## src/rtl/srce_pkg.sv

```systemverilog
package srce_pkg;
   localparam int ADDR_W     = 24;
   localparam int WORD_W     = 32;
   localparam int SIZE_W     = 24;
   localparam int WORD_BYTES = WORD_W / 8;
   localparam int HDR_MAX    = 8;

   localparam logic [7:0] OP_DMA_WR  = 8'hC1;
   localparam logic [7:0] OP_DMA_RD  = 8'hC2;
   localparam logic [7:0] OP_INT_WR  = 8'hC3;
   localparam logic [7:0] OP_INT_RD  = 8'hC4;
   localparam logic [7:0] OP_TERM    = 8'hC5;
   localparam logic [7:0] OP_RPT     = 8'hC6;
   localparam logic [7:0] OP_XDMA_WR = 8'hC7;
   localparam logic [7:0] OP_XDMA_RD = 8'hC8;
   localparam logic [7:0] OP_SGL_WR  = 8'hC9;
   localparam logic [7:0] OP_SGL_RD  = 8'hCA;
   localparam logic [7:0] OP_RST     = 8'hCF;

   typedef enum logic [2:0] {CL_BAD, CL_CTRL, CL_SHORT, CL_BLOCK, CL_WRITE} op_cls_e;
   typedef enum logic [1:0] {RES_OK = 2'd0, RES_FAIL = 2'd1, RES_RESET = 2'd2} res_e;

   function automatic op_cls_e op_class(input logic [7:0] op);
      case (op)
         OP_RST, OP_TERM, OP_RPT:                  return CL_CTRL;
         OP_INT_RD, OP_SGL_RD:                     return CL_SHORT;
         OP_DMA_RD, OP_XDMA_RD:                    return CL_BLOCK;
         OP_DMA_WR, OP_XDMA_WR, OP_INT_WR, OP_SGL_WR: return CL_WRITE;
         default:                                  return CL_BAD;
      endcase
   endfunction
endpackage

```

## src/rtl/srce_crc7.sv

```systemverilog
module srce_crc7 #(
   parameter logic [6:0] SEED = 7'h7F,
   parameter logic [6:0] POLY = 7'h09
) (
   input  logic       clk,
   input  logic       rst_n,
   input  logic       clear,
   input  logic       upd,
   input  logic [7:0] din,
   output logic [6:0] crc
);
   logic [6:0] crc_r;
   logic [6:0] chain [0:8];

   assign chain[0] = crc_r;

   for (genvar b = 0; b < 8; b++) begin : g_bit
      logic fb;
      assign fb = chain[b][6] ^ din[7-b];
      assign chain[b+1] = {chain[b][5:0], 1'b0} ^ (fb ? POLY : 7'h00);
   end

   always_ff @(posedge clk or negedge rst_n) begin
      if (!rst_n)      crc_r <= SEED;
      else if (clear)  crc_r <= SEED;
      else if (upd)    crc_r <= chain[8];
   end

   assign crc = crc_r;
endmodule

```

## src/rtl/srce_frame_gen.sv

```systemverilog
module srce_frame_gen
   import srce_pkg::*;
#(
   parameter int DUMMY_N = 3,
   parameter int CNT_W   = 5
) (
   input  logic [7:0]        op,
   input  logic [ADDR_W-1:0] addr,
   input  logic [WORD_W-1:0] wdata,
   input  logic [SIZE_W-1:0] size,
   input  logic              clkless,
   input  logic              crc_en,
   input  logic [CNT_W-1:0]  idx,
   input  logic [6:0]        crc,
   output logic [CNT_W-1:0]  base_len,
   output logic [CNT_W-1:0]  frame_len,
   output logic [CNT_W-1:0]  total_len,
   output logic [7:0]        txd
);
   localparam int PAD_CTRL  = 1 + 2 + DUMMY_N;
   localparam int PAD_SHORT = 2 + 1 + WORD_BYTES + DUMMY_N;
   localparam int PAD_OTHER = 2 + DUMMY_N;

   logic [7:0]       hb [HDR_MAX];
   logic [CNT_W-1:0] pad_len;
   op_cls_e          cls;

   assign cls = op_class(op);

   always_comb begin
      for (int k = 0; k < HDR_MAX; k++) hb[k] = 8'h00;
      hb[0]    = op;
      base_len = CNT_W'(4);
      case (op)
         OP_SGL_RD: begin
            {hb[1], hb[2], hb[3]} = addr;
         end
         OP_SGL_WR: begin
            {hb[1], hb[2], hb[3]} = addr;
            {hb[4], hb[5], hb[6], hb[7]} = wdata;
            base_len = CNT_W'(8);
         end
         OP_INT_RD: begin
            hb[1] = {addr[15] | clkless, addr[14:8]};
            hb[2] = addr[7:0];
         end
         OP_INT_WR: begin
            hb[1] = {addr[15] | clkless, addr[14:8]};
            hb[2] = addr[7:0];
            {hb[3], hb[4], hb[5], hb[6]} = wdata;
            base_len = CNT_W'(7);
         end
         OP_DMA_WR, OP_DMA_RD: begin
            {hb[1], hb[2], hb[3]} = addr;
            {hb[4], hb[5]} = size[15:0];
            base_len = CNT_W'(6);
         end
         OP_XDMA_WR, OP_XDMA_RD: begin
            {hb[1], hb[2], hb[3]} = addr;
            {hb[4], hb[5], hb[6]} = size;
            base_len = CNT_W'(7);
         end
         OP_RST: begin
            hb[1] = 8'hFF; hb[2] = 8'hFF; hb[3] = 8'hFF;
         end
         default: ;
      endcase
   end

   always_comb begin
      case (cls)
         CL_CTRL:  pad_len = CNT_W'(PAD_CTRL);
         CL_SHORT: pad_len = CNT_W'(PAD_SHORT) + (crc_en ? CNT_W'(2) : CNT_W'(0));
         default:  pad_len = CNT_W'(PAD_OTHER);
      endcase
   end

   assign frame_len = base_len + CNT_W'(crc_en);
   assign total_len = frame_len + pad_len;

   always_comb begin
      if (idx < base_len)                txd = hb[idx[2:0]];
      else if (crc_en && idx == base_len) txd = {crc, 1'b0};
      else                               txd = 8'h00;
   end
endmodule

```

## src/rtl/srce_rsp_parse.sv

```systemverilog
module srce_rsp_parse
   import srce_pkg::*;
#(
   parameter logic [3:0] HDR_MARK = 4'hF
) (
   input  logic              clk,
   input  logic              rst_n,
   input  logic              restart,
   input  logic [7:0]        new_op,
   input  logic              new_crc,
   input  logic              stb,
   input  logic [7:0]        rxd,
   output logic [1:0]        verdict,
   output logic [WORD_W-1:0] rdata
);
   localparam int CW = (WORD_BYTES > 2) ? $clog2(WORD_BYTES) : 1;

   typedef enum logic [2:0] {P_SKIP, P_ECHO, P_STAT, P_HUNT, P_DATA, P_TAIL, P_END} ph_e;

   ph_e           ph;
   op_cls_e       cls_r;
   logic [7:0]    op_r;
   logic          crc_r;
   logic [CW-1:0] cnt;
   logic          fail_r;

   always_ff @(posedge clk or negedge rst_n) begin
      if (!rst_n) begin
         ph <= P_END; cls_r <= CL_BAD; op_r <= 8'h00; crc_r <= 1'b0;
         cnt <= '0; fail_r <= 1'b0; rdata <= '0;
      end else if (restart) begin
         cls_r  <= op_class(new_op);
         op_r   <= new_op;
         crc_r  <= new_crc;
         ph     <= (op_class(new_op) == CL_CTRL) ? P_SKIP : P_ECHO;
         cnt    <= '0;
         fail_r <= 1'b0;
         rdata  <= '0;
      end else if (stb) begin
         case (ph)
            P_SKIP: ph <= P_ECHO;
            P_ECHO: begin
               if (rxd != op_r) begin fail_r <= 1'b1; ph <= P_END; end
               else ph <= P_STAT;
            end
            P_STAT: begin
               if (rxd != 8'h00) begin fail_r <= 1'b1; ph <= P_END; end
               else if (cls_r == CL_SHORT || cls_r == CL_BLOCK) ph <= P_HUNT;
               else ph <= P_END;
            end
            P_HUNT: begin
               if (rxd[7:4] == HDR_MARK) begin
                  ph  <= (cls_r == CL_SHORT) ? P_DATA : P_END;
                  cnt <= '0;
               end
            end
            P_DATA: begin
               rdata[cnt*8 +: 8] <= rxd;
               if (cnt == CW'(WORD_BYTES - 1)) begin
                  cnt <= '0;
                  ph  <= crc_r ? P_TAIL : P_END;
               end else cnt <= cnt + 1'b1;
            end
            P_TAIL: begin
               if (cnt == CW'(1)) ph <= P_END;
               else cnt <= cnt + 1'b1;
            end
            default: ;
         endcase
      end
   end

   always_comb begin
      if (fail_r)                          verdict = RES_FAIL;
      else if (ph == P_HUNT)               verdict = RES_RESET;
      else if (ph == P_DATA || ph == P_TAIL) verdict = RES_FAIL;
      else                                 verdict = RES_OK;
   end

   assert_hunt_to_data_R9: assert property (@(posedge clk) disable iff (!rst_n)
      stb && !restart && ph == P_HUNT && rxd[7:4] == HDR_MARK && cls_r == CL_SHORT |=> ph == P_DATA);
   assert_echo_fail_R7: assert property (@(posedge clk) disable iff (!rst_n)
      stb && !restart && ph == P_ECHO && rxd != op_r |=> verdict == RES_FAIL);
endmodule

```

## src/rtl/spireg_cmd_host.sv

```systemverilog
module spireg_cmd_host
   import srce_pkg::*;
#(
   parameter int         DUMMY_N  = 3,
   parameter logic [6:0] CRC_SEED = 7'h7F,
   parameter logic [3:0] HDR_MARK = 4'hF
) (
   input  logic              clk,
   input  logic              rst_n,
   input  logic              cmd_start,
   input  logic [7:0]        cmd_op,
   input  logic [ADDR_W-1:0] cmd_addr,
   input  logic [WORD_W-1:0] cmd_wdata,
   input  logic [SIZE_W-1:0] cmd_size,
   input  logic              cmd_clkless,
   input  logic              cmd_crc_en,
   output logic              cmd_busy,
   output logic              cmd_done,
   output logic [1:0]        cmd_result,
   output logic [WORD_W-1:0] cmd_rdata,
   output logic              lnk_req,
   output logic [7:0]        lnk_txd,
   input  logic              lnk_ack,
   input  logic [7:0]        lnk_rxd
);
   localparam int MAX_TOTAL = HDR_MAX + 1 + 2 + 1 + WORD_BYTES + DUMMY_N + 2 + 1;
   localparam int CNT_W     = $clog2(MAX_TOTAL + 1);

   if (DUMMY_N < 1 || DUMMY_N > 16) begin : g_bad_dummy
      $error("DUMMY_N must lie in 1..16");
   end
   if (HDR_MARK == 4'h0) begin : g_bad_mark
      $error("HDR_MARK must be nonzero");
   end
   if (WORD_W != 32) begin : g_bad_word
      $error("protocol word must be 32 bits");
   end

   typedef enum logic [1:0] {S_IDLE, S_XFER, S_FIN} st_e;

   st_e               st;
   logic [CNT_W-1:0]  idx;
   logic [7:0]        op_q;
   logic [ADDR_W-1:0] addr_q;
   logic [WORD_W-1:0] wdata_q;
   logic [SIZE_W-1:0] size_q;
   logic              clk_q, crc_q, bad_q;
   logic [CNT_W-1:0]  base_len, frame_len, total_len;
   logic [6:0]        crc_val;
   logic [1:0]        verdict;
   logic              accept, xfer_ack;

   assign accept   = cmd_start && st == S_IDLE;
   assign xfer_ack = st == S_XFER && lnk_ack;

   always_ff @(posedge clk or negedge rst_n) begin
      if (!rst_n) begin
         st <= S_IDLE; idx <= '0; op_q <= 8'h00; addr_q <= '0; wdata_q <= '0;
         size_q <= '0; clk_q <= 1'b0; crc_q <= 1'b0; bad_q <= 1'b0;
      end else begin
         case (st)
            S_IDLE: if (accept) begin
               op_q    <= cmd_op;
               addr_q  <= cmd_addr;
               wdata_q <= cmd_wdata;
               size_q  <= cmd_size;
               clk_q   <= cmd_clkless;
               crc_q   <= cmd_crc_en;
               idx     <= '0;
               bad_q   <= op_class(cmd_op) == CL_BAD;
               st      <= (op_class(cmd_op) == CL_BAD) ? S_FIN : S_XFER;
            end
            S_XFER: if (lnk_ack) begin
               if (idx == total_len - CNT_W'(1)) st <= S_FIN;
               else idx <= idx + CNT_W'(1);
            end
            default: st <= S_IDLE;
         endcase
      end
   end

   srce_frame_gen #(.DUMMY_N(DUMMY_N), .CNT_W(CNT_W)) u_frame (
      .op(op_q), .addr(addr_q), .wdata(wdata_q), .size(size_q),
      .clkless(clk_q), .crc_en(crc_q), .idx(idx), .crc(crc_val),
      .base_len(base_len), .frame_len(frame_len), .total_len(total_len),
      .txd(lnk_txd)
   );

   srce_crc7 #(.SEED(CRC_SEED)) u_crc (
      .clk(clk), .rst_n(rst_n), .clear(accept),
      .upd(xfer_ack && idx < base_len), .din(lnk_txd), .crc(crc_val)
   );

   srce_rsp_parse #(.HDR_MARK(HDR_MARK)) u_parse (
      .clk(clk), .rst_n(rst_n), .restart(accept), .new_op(cmd_op),
      .new_crc(cmd_crc_en), .stb(xfer_ack && idx >= frame_len),
      .rxd(lnk_rxd), .verdict(verdict), .rdata(cmd_rdata)
   );

   assign cmd_busy   = st != S_IDLE;
   assign cmd_done   = st == S_FIN;
   assign lnk_req    = st == S_XFER;
   assign cmd_result = bad_q ? RES_FAIL : verdict;

   assert_busy_ignores_start_R1: assert property (@(posedge clk) disable iff (!rst_n)
      cmd_busy && cmd_start |=> $stable(op_q));
   assert_first_is_opcode_R2: assert property (@(posedge clk) disable iff (!rst_n)
      lnk_req && idx == '0 |-> lnk_txd == op_q);
   assert_pad_zero_R6: assert property (@(posedge clk) disable iff (!rst_n)
      lnk_req && idx >= frame_len |-> lnk_txd == 8'h00);
   assert_reset_only_reads_R10: assert property (@(posedge clk) disable iff (!rst_n)
      cmd_done && cmd_result == RES_RESET |->
         (op_class(op_q) == CL_SHORT || op_class(op_q) == CL_BLOCK));
   assert_bad_no_link_R13: assert property (@(posedge clk) disable iff (!rst_n)
      bad_q |-> !lnk_req);
   assert_hold_byte_R14: assert property (@(posedge clk) disable iff (!rst_n)
      lnk_req && !lnk_ack |=> lnk_req && $stable(lnk_txd));
   assert_done_pulse_R14: assert property (@(posedge clk) disable iff (!rst_n)
      cmd_done |=> !cmd_done);
endmodule

```

## config.mk

```make
export PLATFORM = sky130hd
export DESIGN_NAME = spireg_cmd_host
export DESIGN_NICKNAME = d
export VERILOG_FILES = /design/src/rtl/srce_pkg.sv /design/src/rtl/srce_crc7.sv /design/src/rtl/srce_frame_gen.sv /design/src/rtl/srce_rsp_parse.sv /design/src/rtl/spireg_cmd_host.sv
export SDC_FILE = /design/constraint.sdc
export NUM_CORES = 1
export LEC_CHECK = 0
export BUFFER_PORTS_ARGS = -buffer_cell sky130_fd_sc_hd__buf_4
export CAP_MARGIN = 20
export CELL_PAD_IN_SITES_DETAIL_PLACEMENT = 1
export CELL_PAD_IN_SITES_GLOBAL_PLACEMENT = 2
export CORE_MARGIN = 2
export CORE_UTILIZATION = 35
export DETAILED_ROUTE_END_ITERATION = 8
export PLACE_DENSITY_LB_ADDON = 0.3
export SKIP_LAST_GASP = 1
export SLEW_MARGIN = 25
export SYNTH_ARGS = -nofsm -noshare
export SYNTH_HDL_FRONTEND = slang
export SYNTH_HIERARCHICAL = 1
export SYNTH_SLANG_ARGS = --single-unit
```

## constraint.sdc

```tcl
create_clock -name clk -period 5.3 [get_ports clk]
set_clock_uncertainty 0.05 [all_clocks]
set_input_delay 0.795 -clock clk [delete_from_list [all_inputs] [get_ports clk]]
set_output_delay 0.795 -clock clk [all_outputs]
set_load 0.02 [all_outputs]
```

* After elaboration in Yosys (flattened, before gate mapping)
Cells that the tools add are included.
** Storage, ports and cells
- Bits in registers :: 155
- Logic and storage cells :: 203
- Input port bits :: 102
** Cells by class
- $add $sub $neg :: 7
- Reductions and logical operators :: 39
- Eq/ne operators :: 50
- Multiplexer cells :: 67
- Shift-type cells :: 2
- $lt $le $gt $ge :: 3
- Bitwise operators :: 18
** Operators by type and width (number)
- 8-bit equality test (second input constant) :: 22
- 32-bit two-way mux :: 3
- 16-bit one-hot mux with 4 select lines :: 1
- 7-bit XOR :: 8
- 16-bit one-hot mux with 3 select lines :: 1
- 8-bit one-hot mux with 3 select lines :: 2
- 8-bit two-way mux :: 5
- 5-bit negator with 34-bit output :: 1
- 8-bit by 34-bit variable shift with 32-bit output (first input constant) :: 1
- 8-bit by 34-bit variable part select with 32-bit output :: 1
- 32-bit bitwise mux :: 1
- 4-bit two-way mux :: 8
- 2-bit two-way mux :: 15
- 3-bit two-way mux :: 10
- 8-bit binary-select mux with 3-bit select :: 1
- 3-bit one-hot mux with 4 select lines :: 2
- 5-bit one-hot mux with 2 select lines :: 2
- 3-bit one-hot mux with 6 select lines :: 1
- 3-bit by 2-bit equality test with 1-bit output (second input constant) :: 5
- 5-bit two-way mux :: 3
- 3-bit by 2-bit inequality test with 1-bit output (second input constant) :: 5
- 7-bit two-way mux :: 2
- 2-bit OR reduction :: 7
- 4-bit one-hot mux with 3 select lines :: 1
- other kinds (43) :: 78

* Depth between registers and ports, before layout
- Depth in word-level cells :: 33
- Gate-level depth with buffers :: 20

* By module
The synthesis kept the hierarchy.
** By module, submodules not included
- spireg_cmd_host :: seq. area each 2452.4 µm², times used 1, area an instance 4162.7 µm², cells each 477
- srce_rsp_parse :: seq. area each 1253.7 µm², times used 1, area an instance 2383.5 µm², cells each 218
- srce_frame_gen :: seq. area each 0.0 µm², times used 1, area an instance 2185.8 µm², cells each 300
- srce_crc7 :: seq. area each 183.9 µm², times used 1, area an instance 480.5 µm², cells each 45

* Worst setup path before layout
No wires, ideal clock.
- Path type :: flip-flop to flip-flop
- Start point :: register op_q[0]
- End point :: register u_crc.crc_r[5] (netlist: u_crc/crc[5])
- Arrival time :: 4200 ps
- Period minus slack after synthesis :: 4319 ps
- Cell stages (with the launch flop) :: 18
- Setup time :: 69 ps
- Data required time :: 5181 ps
- Slack :: 981 ps
- Cell sequence :: dfrtp_1 -> buf_4 -> buf_4 -> and4b_1 -> o21a_2 -> or2_2 -> nor2_1 -> ha_1 -> nand3_1 -> o221a_2 -> nor4_2 -> nand2_1 -> o211a_1 -> a2bb2oi_1 -> xnor2_1 -> xor3_1 -> and3_1 -> o21ai_2
** Between the ends
- Elaborated cells on any way between the ends :: 45
** RTL lines
- start: declaration :: RTL line spireg_cmd_host.sv:43 : logic [7:0] op_q;
- start signal: assignment :: RTL line spireg_cmd_host.sv:63 : op_q <= cmd_op;
- 8-bit equality test :: RTL line srce_frame_gen.sv:34 : case (op)
- 3-bit OR reduction (no source line) or 2-bit OR reduction (tied branches)
- 4-bit one-hot mux with 3 select lines * :: RTL line srce_frame_gen.sv:34
- via base_len[0] :: RTL line spireg_cmd_host.sv:48 : logic [CNT_W-1:0] base_len, frame_len, total_len;
- parallel branches: the longest is 3 deep, another holds 5-bit by 4-bit < comparator with 1-bit output
- 8-bit two-way mux * :: RTL line srce_frame_gen.sv:82 : if (idx < base_len) txd = hb[idx[2:0]];
- via lnk_txd[2] :: RTL line spireg_cmd_host.sv:22 : output logic [7:0] lnk_txd,
- 1-bit XOR * :: RTL line srce_crc7.sv:19 : assign fb = chain[b][6] ^ din[7-b];
- 4-bit two-way mux * :: RTL line srce_crc7.sv:20 : assign chain[b+1] = {chain[b][5:0], 1'b0} ^ (fb ? POLY : 7'h00);
- 7-bit XOR * (3 in a row) :: RTL line srce_crc7.sv:20
- 7-bit two-way mux * :: RTL line srce_crc7.sv:26 : else if (upd) crc_r <= chain[8];
- 7-bit two-way mux * :: RTL line srce_crc7.sv:25 : else if (clear) crc_r <= SEED;
- end signal: assignment :: RTL line srce_crc7.sv:26
- end: declaration :: RTL line srce_crc7.sv:12 : logic [6:0] crc_r;
Mark *: on every way through the listed nets, which the timed path passes. The select of a mux whose other input is x is not followed.
A chain may end at the register's enable or synchronous reset.

* Worst setup path in the final report
- Start point :: register op_q[2]
- End point :: output lnk_txd[3]
** Between the ends
- Word-level cells in the longest chain between the ends :: 7
- Elaborated cells on any way between the ends :: 28
** RTL lines (RTL line)
- 8-bit equality test :: srce_frame_gen.sv:34
- 3-bit OR reduction (no source line) or 2-bit OR reduction (tied branches)
- 4-bit one-hot mux with 3 select lines * :: srce_frame_gen.sv:34
- via base_len[0] :: spireg_cmd_host.sv:48
- parallel branches: the longest is 3 deep, another holds 5-bit by 4-bit < comparator with 1-bit output
- 8-bit two-way mux * :: srce_frame_gen.sv:82
- end: declaration :: spireg_cmd_host.sv:22
Marks and branches as above.

==> flow_summary.yaml <==
status:
  outcome: "finished clean"
die:
  core_area_um2: 26000
  num_rows: 59
  initial_core_util_pct: 35.5
  die_w_um: 166
  top_level_ports: 147
  die_h_um: 166
  die_area_um2: 27600
logic_synthesis:
  syn_area_um2: 9210
  ys_seq_area_share_pct: 42.2
  synth_fa_ha_area_share_pct: 3.61
  async_reset_ff_share_pct: 100
  syn_inst: 1040
  ys_ff_latch: 155
  ys.flop_type: "dfrtp_1"
  synthMuxAreaShare_pct: 2.09
  synth_compound_area_share_pct: 20.1
  synthXorXnorAreaFrac_pct: 3.86
  avgSynthCellArea_um2: 8.86
  yosys.cell_types.count: 88
  synth_top_family_by_area: "simple AND/OR/NAND/NOR gates"
  synth_edf_count: 0
  synth_warnings: 6
  synthSimpleGateAreaFrac_pct: 23.0
cts:
  h-tree-depth: 4
  clkTransAtPathRegs_ns: 0.07
  clock_latency_ns: 0.44
  cts-root-buf: "clkbuf_16"
  cts_tree: "built"
  cts_sinks: 155
  cts_buffers: 17
  clockBufferDepth: 2
global_routing:
  grt_pass1_vias: 8200
  grt_usage_pct: 21.5
  grt_pass1_wl_mm: 46.9
  antenna_found_initial: 0
  overflow: 0
  grt_max_degree: 96
sta:
  hold_violations: 0
  max_clock_freq_mhz: 198
  finalMaxSlewViolations: 0
  timing.final.crit_share_pct: 95.4
  period_minus_slack_ns: 5.05
  tns_ns: 0
  rsz0062_at_grt: "false"
  setup_viol: 0
  slew_headroom_pct: 34.2
  fin_hold_ws_ns: 0.312
  worst_slew_pin_slew_ns: 0.988
detailed_routing:
  drt-pass1-iter-count: 5
  drc: 0
  vias: 8121
  drt-total-wl_mm: 29.6
  postRouteAntennaNets: 0
  avgViaCountPerCell: 5.37
  wl_per_cell_um: 19.6
  initialDrtViolationCount: 513
setup_path:
  start_kind: "register"
  cp_slowest_stage_delay_ns: 0.46
  critPathMaxFanout: 17
  cpMaxStageDelayCell: "dfrtp_1"
  worst-setup-path-type: "reg -> out"
  cp_data_required_time_ns: 4.45
  path_common_cell: "buf_4"
  crit_chain: "buf_4 > and4b_1 > o21a_2 > or2_2 > nor2_1 > ha_1 > nand3_1 > o221a_2 > nand2_1 > or3_1 > a32oi_1 > buf_4"
  crit_arrival_ns: 4.21
  end_kind: "output port"
finish:
  final_core_util_pct: 43.0
  multiInputGateArea_um2: 4880
  layout_commonest_cell: "nand2_1"
  seq_area_um2: 3890
  diodes: 0
  area_growth_pct: 21.4
  final_layout_size_suffix_gt1_share_pct: 21.5
  fill_cells: 3077
  final_cell_mix: "nand2_1 (326), buf_4 (164), dfrtp_1 (146), nor2_1 (39), a21oi_1 (39)"
  fin_nets: 1292
placed_design:
  gp_congestion: 0.854
  hpwl_mm: 21.8
  portBuffers: 146
power_and_ir_drop:
  sequentialPowerShare_pct: 42.3
  powerDensity_nw_per_um2: 320
  switching_share_pct: 34.2
  peakVddDrop_mv: 0.253
  internal_power_mw: 2.35
  p_switching_mw: 1.22
  pwr-share-comb_pct: 22.2
  power_leakage_nw: 5.33
  clock_power_share_pct: 35.6
  finalPower_mw: 3.58
worst_hold_path:
  hp-class: "in -> async"
flow_run:
  drv_cap: 0
## worst paths after layout
path                       startpoint           endpoint  slack (ns)  depth (start not counted)
setup reg to reg              op_q[2]  u_parse/rdata[23]        0.74                         18
hold reg to reg            addr_q[16]         addr_q[16]        0.43                          2
max in group asynchronous       rst_n        wdata_q[26]        3.81                          2
min in group clk           addr_q[16]         addr_q[16]        0.43                          2
setup / recovery              op_q[2]         lnk_txd[3]        0.25                         12
hold / removal                  rst_n         size_q[16]        0.31                          1
## metrics by stage
step	cells	area, um2	setup slack [ns]
floorplan	1041	9220	0.981
global placement	1479	10600	0.716
detailed placement	1479	10600	0.605
CTS	1511	11200	0.168
global route	1512	11200	0.0489
finish	1512	11200	0.246
## worst max-delay path, delay by kind of cell, from the launching register on
family	cells	cell delay, ns
AND/OR/NAND/NOR	6	1.50
AO/OA/AOI/OAI	3	1.07
buffers and inverters	2	0.49
flip-flops	1	0.46
adder cells (fa/ha/maj)	1	0.25
## repair_timing
action                     in CTS  in global routing
resized for setup               0                  0
setup endpoints to repair       0                  3
hold buffers                    0                  0
setup buffers                   0                  1
## final cells by class
type	count	area share, %
Timing Repair Buffer	165	11.1
Clock buffer	18	3.93
Clock inverter	14	1.56
Sequential cell	155	34.8
Multi-Input combinational cell	789	43.6
Inverter	36	1.23
Tap cell	335	3.75
## power by group through the flow
| stage | Combinational [mW] | Clock, mW | Sequential, mW |
|---|---|---|---|
| 6_report | 0.793 | 1.27 | 1.51 |
| 5_1_grt | 0.888 | 1.36 | 1.53 |
| 4_1_cts | 0.802 | 1.31 | 1.51 |
| 3_5_place_dp | 0.797 | 0 | 1.53 |
| 3_3_place_gp | 0.781 | 0 | 1.53 |
| 2_1_floorplan | 0.573 | 0 | 1.44 |
## kinds of logic after synthesis
| kind of cell | count (synthesis) |
|---|---|
| AO/OA/AOI/OAI | 246 |
| XOR/XNOR | 38 |
| adder cells (fa/ha/maj) | 26 |
| buffers and inverters | 97 |
| flip-flops | 155 |
| multiplexers | 18 |
| other | 1 |
| AND/OR/NAND/NOR | 459 |
## registers in the layout, indices dropped and copies added, names as in the netlist, 3 cells and up
register	flops
u_parse/rdata	32
wdata_q	32
addr_q	24
size_q	24
op_q	8
u_parse/op_r	8
u_crc/crc	7
idx	5
u_parse/cls_r	3
u_parse/ph	3
## synthesized netlist by cell type, types with 3 or more instances
library cell  count  share of area (%)
a211o_1           4               0.38
a221oi_1         30                2.9
nor2_1           39                1.6
o21ai_0          35                1.9
a21oi_1          40                2.2
clkbuf_1         24               0.98
dfrtp_1         146                 40
buf_1             4               0.16
nor2b_1           6               0.41
inv_1            35                1.4
o211ai_1         11               0.90
a2bb2oi_1         6               0.57
mux2i_1           8               0.87
nor4_1            6               0.41
buf_6             6               0.73
a32oi_1           8               0.76
a221o_1           8               0.87
o211a_1           7               0.76
dfstp_2           9                2.6
buf_2            18               0.98
o21a_1            4               0.33
nand3b_1          4               0.33
nand2_1         327                 13
a22o_1           32                3.0
nand2b_1         12               0.81
nor4_4            3               0.69
xnor2_1          22                2.1
nor3_1           17               0.92
xor2_1           14                1.3
a22oi_1          16                1.3
nand4_1           4               0.27
mux2_2           10                1.2
a21o_1            7               0.57
o22ai_1           4               0.27
a211oi_1          9               0.73
ha_1             25                3.4
buf_4             7               0.57
nand3_1           8               0.43
## per-layer routing
layer	vias to the layer above	track usage, %	share of wire, %
met2	157	35.3	47
li1	3898	-	-
met5	-	0	0
met3	20	4.93	4.7
met4	0	4.91	1.2
met1	4046	29.0	47
Note: power is estimated with default switching activity, not from simulation.
